File: config.mk
export PLATFORM = sky130hd
export DESIGN_NAME = sport_power_ctrl
export DESIGN_NICKNAME = d
export VERILOG_FILES = /design/src/rtl/sport_power_ctrl.sv
export SDC_FILE = /design/constraint.sdc
export NUM_CORES = 1
export LEC_CHECK = 0
export ABC_CLOCK_PERIOD_IN_PS = 2200
export BUFFER_PORTS_ARGS = -buffer_cell sky130_fd_sc_hd__buf_2
export CAP_MARGIN = 20
export CORE_MARGIN = 1
export CORE_UTILIZATION = 55
export CTS_CLUSTER_DIAMETER = 200
export DETAILED_ROUTE_END_ITERATION = 6
export GPL_ROUTABILITY_DRIVEN = 0
export PLACE_DENSITY = 0.84
export SLEW_MARGIN = 40
export SYNTH_ARGS = -nofsm -noshare
export SYNTH_HDL_FRONTEND = slang
export SYNTH_SLANG_ARGS = --single-unit
File: constraint.sdc
create_clock -name clk -period 2.2 [get_ports clk]
set_input_delay 0 -clock clk [delete_from_list [all_inputs] [get_ports clk]]
set_output_delay 0 -clock clk [all_outputs]
set_load 0.02 [all_outputs]
File: src/rtl/sport_power_ctrl.sv
module sport_power_ctrl #(
  parameter int T_READY_TICKS = 8,
  parameter int T_WAKE_TICKS  = 200,
  parameter int TICK_HZ       = 1_000_000
) (
  input  logic       clk,
  input  logic       rst_n,
  input  logic       tick,
  input  logic       wake_a,
  input  logic       act_tx,
  input  logic       act_rx,
  input  logic       core_sleep,
  input  logic       daisy_mode,
  output logic [1:0] state,
  output logic       en_a,
  output logic       en_b,
  output logic       wake_pending
);
  localparam int TIMEOUT = TICK_HZ * 11 / 2000;
  localparam int DLY_MAX = (T_WAKE_TICKS > T_READY_TICKS) ? T_WAKE_TICKS : T_READY_TICKS;
  localparam int DW = $clog2(DLY_MAX + 1);
  localparam int IW = $clog2(TIMEOUT + 1);

  typedef enum logic [1:0] {S_IDLE = 2'd0, S_READY = 2'd1, S_ACTIVE = 2'd2} st_t;

  st_t           st;
  logic          pend;
  logic [DW-1:0] dly;
  logic [IW-1:0] idle_cnt;
  wire           act = act_tx | act_rx;

  always_ff @(posedge clk) begin
    if (!rst_n) begin
      st       <= S_IDLE;
      pend     <= 1'b0;
      dly      <= '0;
      idle_cnt <= '0;
    end else begin
      case (st)
        S_IDLE: begin
          if (pend) begin
            if (tick) begin
              if (dly <= DW'(1)) begin
                st       <= S_READY;
                pend     <= 1'b0;
                idle_cnt <= '0;
              end else begin
                dly <= dly - DW'(1);
              end
            end
          end else if (wake_a) begin
            pend <= 1'b1;
            dly  <= core_sleep ? DW'(T_WAKE_TICKS) : DW'(T_READY_TICKS);
          end
        end
        S_READY: begin
          if (act) begin
            st       <= S_ACTIVE;
            idle_cnt <= '0;
          end else if (wake_a) begin
            idle_cnt <= '0;
          end else if (tick) begin
            if (idle_cnt == IW'(TIMEOUT)) begin
              st       <= S_IDLE;
              idle_cnt <= '0;
            end else begin
              idle_cnt <= idle_cnt + IW'(1);
            end
          end
        end
        S_ACTIVE: begin
          idle_cnt <= '0;
          if (!act) st <= S_READY;
        end
        default: st <= S_IDLE;
      endcase
    end
  end

  assign state        = st;
  assign wake_pending = pend;
  assign en_a         = (st != S_IDLE);
  assign en_b         = en_a & daisy_mode;

  // a pending delay only exists while the ports are off
  p_pend_in_idle_r4: assert property (@(posedge clk) disable iff (!rst_n)
    pend |-> st == S_IDLE);

  // READY is entered from IDLE only by a finishing delay on a tick
  p_ready_entry_r2: assert property (@(posedge clk) disable iff (!rst_n)
    (st == S_READY && $past(st) == S_IDLE) |-> ($past(pend) && $past(tick)));

  // a delay starts only from a wakeup pulse
  p_pend_start_r10: assert property (@(posedge clk) disable iff (!rst_n)
    $rose(pend) |-> $past(wake_a));

  // ACTIVE is held only while activity was seen
  p_active_needs_act_r5: assert property (@(posedge clk) disable iff (!rst_n)
    st == S_ACTIVE |-> $past(act_tx | act_rx));

  // the timeout exit needs a quiet tick in READY
  p_timeout_exit_r7: assert property (@(posedge clk) disable iff (!rst_n)
    (st == S_IDLE && $past(st) != S_IDLE) |->
      ($past(st) == S_READY && $past(tick) && !$past(wake_a) && !$past(act_tx | act_rx)));

  // the idle counter never passes the limit
  p_idle_bound_r7: assert property (@(posedge clk) disable iff (!rst_n)
    idle_cnt <= IW'(TIMEOUT));
endmodule

---- After elaboration in Yosys (flattened, before gate mapping) ----
Cells that the tools add are included.
cells by class
  multipliers ............................. 0
  bitwise gates (word level) .............. 2
  mux-type cells .......................... 26
  div/mod/pow operators ................... 0
  add/subtract/negate cells ............... 2
  $lt $le $gt $ge ......................... 1
  equality and inequality tests ........... 13
  reduce and logical (&&, ||, !) cells .... 7
  shifts and indexed selects .............. 0
operators with widths
  operator                                                                           number
  13-bit two-way mux                                                                 7
  8-bit two-way mux                                                                  5
  13-bit one-hot mux with 3 select lines                                             1
  2-bit two-way mux                                                                  8
  13-bit by 1-bit adder with 13-bit output (second input constant)                   1
  13-bit == test (second input constant)                                             1
  2-bit inequality test (second input constant)                                      6
  3-bit inequality test (second input constant)                                      3
  8-bit by 1-bit less-or-equal comparator with 1-bit output (second input constant)  1
  8-bit by 1-bit subtractor with 8-bit output (second input constant)                1
  7-bit AND reduction                                                                1
  2-bit one-hot mux with 3 select lines                                              1
  5-bit AND reduction                                                                1
  1-bit two-way mux                                                                  4
  4-bit inequality test (second input constant)                                      1
  4-bit AND reduction                                                                1
  2-bit nonzero test                                                                 2
  3-bit nonzero test                                                                 1
  2-bit by 1-bit == test with 1-bit output (second input constant)                   1
  2-bit == test (second input constant)                                              1
  2-bit zero test                                                                    1
  1-bit bitwise AND                                                                  1
  1-bit OR                                                                           1
word-level totals
  register bits after elaboration ......... 24
  input bits .............................. 8
  memory bits (read-only) ................. 0
  bits in latches ......................... 0
  output and inout port bits .............. 5
  memories kept ........................... 0
  memory bits (writable) .................. 0

---- Depth between registers and ports, before layout ----
  word-level depth ........................ 6
  gate-level depth with buffers ........... 7
  mapped depth without buffers ............ 7

---- Worst setup path after synthesis ----
Ideal clock, no wire load.
  path type ............................... register to register
  start point ............................. register dly[0]
  end point ............................... register dly[5]
  setup slack ............................. 0.359 ns
  data required time ...................... 2.130 ns
  period minus slack after synthesis ...... 1.841 ns
  arrival time ............................ 1.771 ns
  stages on the path, launching flop included .. 8
  cells stage by stage .................... dfxtp_1 inv_1 ha_1 or2_1 nand3_1 nand3_1 or4_1 a21boi_1
between the ends
  longest elaborated chain between the ends .. 4
  elaborated cells between the ends (all ways) .. 7
  those cells by class .................... add/sub: 1; order compare: 1; eq/ne: 1; mux: 3; reduce/logical: 1
RTL lines
  element                                      RTL line  RTL
  from (decl)                                  28        logic [DW-1:0] dly;
  from (signal assigned)                       48        dly <= dly - DW'(1);
  from (signal assigned)                       53        dly <= core_sleep ? DW'(T_WAKE_TICKS) : DW'(T_READY_TICKS);
  8-bit by 1-bit subtractor with 8-bit output  48
  8-bit two-way mux                            43        if (dly <= DW'(1)) begin
  8-bit two-way mux                            42        if (tick) begin
  8-bit two-way mux                            41        if (pend) begin
Several ways; a longest one is shown, not always the timed one. The select of a mux whose other input is x is not followed.
A chain may end at the register's enable or synchronous reset.

---- Final worst setup path ----
Same ends and word-level chain as after synthesis.

==> flow_summary.json <==
{
  "required_ns": 2.46,
  "dieArea_um2": 2820,
  "cp-end-kind": "register",
  "place_inst": 217,
  "finClkSkew_ns": 0.00500,
  "layout.cells.non_filler": 221,
  "path_clk_slew_ns": 0.14,
  "ys_seq_area_share_pct": 33.4,
  "irDropWorstVdd_mv": 0.776,
  "areaGrowthSynthToFinish_pct": 12.0,
  "cts_root_buf": "clkbuf_4",
  "layout_common_cells": "dfxtp_1, nand2_1, nor2_1, buf_2",
  "seq_area_um2": 480,
  "cts_buffers": 3,
  "synthFlopType": "dfxtp_1",
  "rows": 18,
  "ys_ff_latch": 24,
  "grt_usage_pct": 24.8,
  "drive_above_1_share_pct": 16.2,
  "drtIter0Drc": 45,
  "clock_latency_ns": 0.32,
  "synthAdderAreaFrac_pct": 3.48,
  "cts_max_level": 1,
  "min_path_type": "in2reg",
  "grt_pass1_wl_um": 5280,
  "worst_pin_slew_ns": 0.362,
  "final_common_cell": "dfxtp_1",
  "cts.sinks": 24,
  "drt-total-wl_um": 3140,
  "cts_tree": "yes",
  "synth_xor_area_share_pct": 0.609,
  "powerDensity_nw_per_um2": 980,
  "synth_top_family_by_area": "simple AND/OR/NAND/NOR gates",
  "clk_path_buf_depth": 2,
  "n_antenna_cell": 0,
  "status": "complete, no violations",
  "highest_layer": "met4",
  "rsz0062_at_grt": "false",
  "synth_cell_types": 49,
  "portBuffers": 12,
  "post-route-min-period_ns": 2.03,
  "cts-resized-gates": 0,
  "post_cts_buffers": 0,
  "core_area_um2": 2480,
  "path_class": "reg2reg",
  "slew_viol_final": 0,
  "drtAntennaViolNets": 0,
  "start_util_pct": 58.1,
  "slew_headroom_pct": 75.2,
  "tns_ns": 0,
  "cp_max_fo": 5,
  "max_cap_violations": 0,
  "hpwlAfterDp_um": 2310,
  "netlist_area_um2": 1440,
  "route.vias.total": 1397,
  "multi_input_area_um2": 921,
  "route.met2.wl_um": 1510,
  "dr_wl_met3_um": 180,
  "avgRoutedWirePerCell_um": 14.2,
  "max_freq_mhz": 494,
  "grt_max_degree": 18,
  "vias_per_cell": 6.32,
  "avgSynthCellArea_um2": 8.32,
  "fp.dieW_um": 53.2,
  "synthSimpleGateAreaFrac_pct": 32.3,
  "synthMuxAreaShare_pct": 7.13,
  "startpoint_type": "register",
  "n_fill_cell": 215,
  "leakagePower_nw": 0.628,
  "synth_edf_count": 0,
  "netlist_instances": 173,
  "synth_compound_area_share_pct": 20.4,
  "finalCritPeriodShare_pct": 92.1,
  "io_pins": 13,
  "async_reset_ff_share_pct": 0,
  "synth_nets": 185,
  "hold_violations": 0,
  "antenna_found_initial": 0,
  "die_h_um": 53.2,
  "met1_length_um": 1410,
  "drc": 0,
  "nets": 204,
  "final-setup-viol-count": 0,
  "grt.overflow.total": 0,
  "postCtsHoldBufs": 0,
  "first_global_vias": 1278,
  "dr.pass1.iters": 4,
  "yosys_warnings": 0,
  "cp.arrival_ns": 2.28
}
## synth_stat cells (2+ instances only)
| cell type | count | area (um^2) |
|---|---|---|
| dfxtp_1 | 24 | 480 |
| nand2_1 | 14 | 52.6 |
| nor2_1 | 12 | 45.0 |
| nand3_1 | 11 | 55.1 |
| o21ai_0 | 11 | 55.1 |
| a21oi_1 | 9 | 45.0 |
| inv_1 | 8 | 30.0 |
| mux2i_1 | 8 | 80.1 |
| nor2b_1 | 6 | 37.5 |
| nor3_1 | 6 | 30.0 |
| and2_1 | 4 | 25.0 |
| ha_1 | 4 | 50.1 |
| nand4_1 | 4 | 25.0 |
| or3_1 | 4 | 25.0 |
| a21boi_0 | 3 | 22.5 |
| o21a_1 | 3 | 22.5 |
| or4_1 | 3 | 22.5 |
| a21o_1 | 2 | 15.0 |
| a31oi_1 | 2 | 12.5 |
| and4_1 | 2 | 17.5 |
| and4b_1 | 2 | 20.0 |
| clkbuf_1 | 2 | 7.51 |
| mux2_2 | 2 | 22.5 |
| o211ai_1 | 2 | 15.0 |
## cell type report
class | count | area share, %
multi-input cells | 139 | 57.1
flip-flops and latches | 24 | 29.8
repair buffers | 16 | 5.59
well taps | 30 | 2.33
clock inverters | 1 | 1.86
inverters | 8 | 1.86
clock buffers | 3 | 1.40
## registers in the layout, summed over array words and instances (netlist names)
name and flops:
dly 8, idle_cnt 13, state 2, wake_pending 1
## layer usage
| metal | up-vias | track usage (%) |
|---|---|---|
| met1 | 649 | 33.2 |
| met5 | - | 0 |
| met4 | 0 | 10.1 |
| li1 | 681 | - |
| met2 | 60 | 39.9 |
| met3 | 7 | 3.16 |
## worst max-delay path, stage by stage, from the launching register on
cell and delay (ns):
dfxtp_1 0.44, inv_1 0.11, ha_1 0.27, or2_1 0.26, nand3_1 0.11, nand3_1 0.13
or4_1 0.49, a21boi_1 0.16
## path summary, 6_finish.rpt
kind                start      endpoint  slack [ns]  cells past startpoint
max                dly[0]        dly[5]        0.17                      7
min                act_tx      state[1]       0.004                      3
max reg2reg        dly[0]        dly[5]        0.17                      7
min reg2reg  idle_cnt[11]  idle_cnt[11]        0.52                      1
## cell families (layout without fill, tap and decap cells)
group / count (synthesis) / count (layout)
AO/OA/AOI/OAI: 44 / 44
XOR/XNOR: 1 / 1
adder cells (fa/ha/maj): 4 / 4
buffers and inverters: 10 / 28
flip-flops: 24 / 24
multiplexers: 10 / 10
AND/OR/NAND/NOR: 80 / 80
## report_power, final
part	switching [mW]	internal, mW	total (mW)
Combinational	0.395	0.287	0.681
Clock	0.136	0.184	0.321
Sequential	0.0854	0.492	0.578
## metrics by stage
step                      total power, mW  hold WS (ns)  setup WS (ns)  cell area [um^2]  utilization (%)
final                                1.58       0.00389          0.175              1610             65.1
after global routing                 1.68        0.0479         0.0886              1610             65.1
after CTS                            1.57       0.00538          0.197              1610             65.1
after detailed placement             1.25         0.336          0.267              1560             62.9
after global placement               1.23         0.332          0.358              1560             62.9
after floorplan                      1.06         0.153          0.359              1440                -
Power figures use the tool's default switching activity.
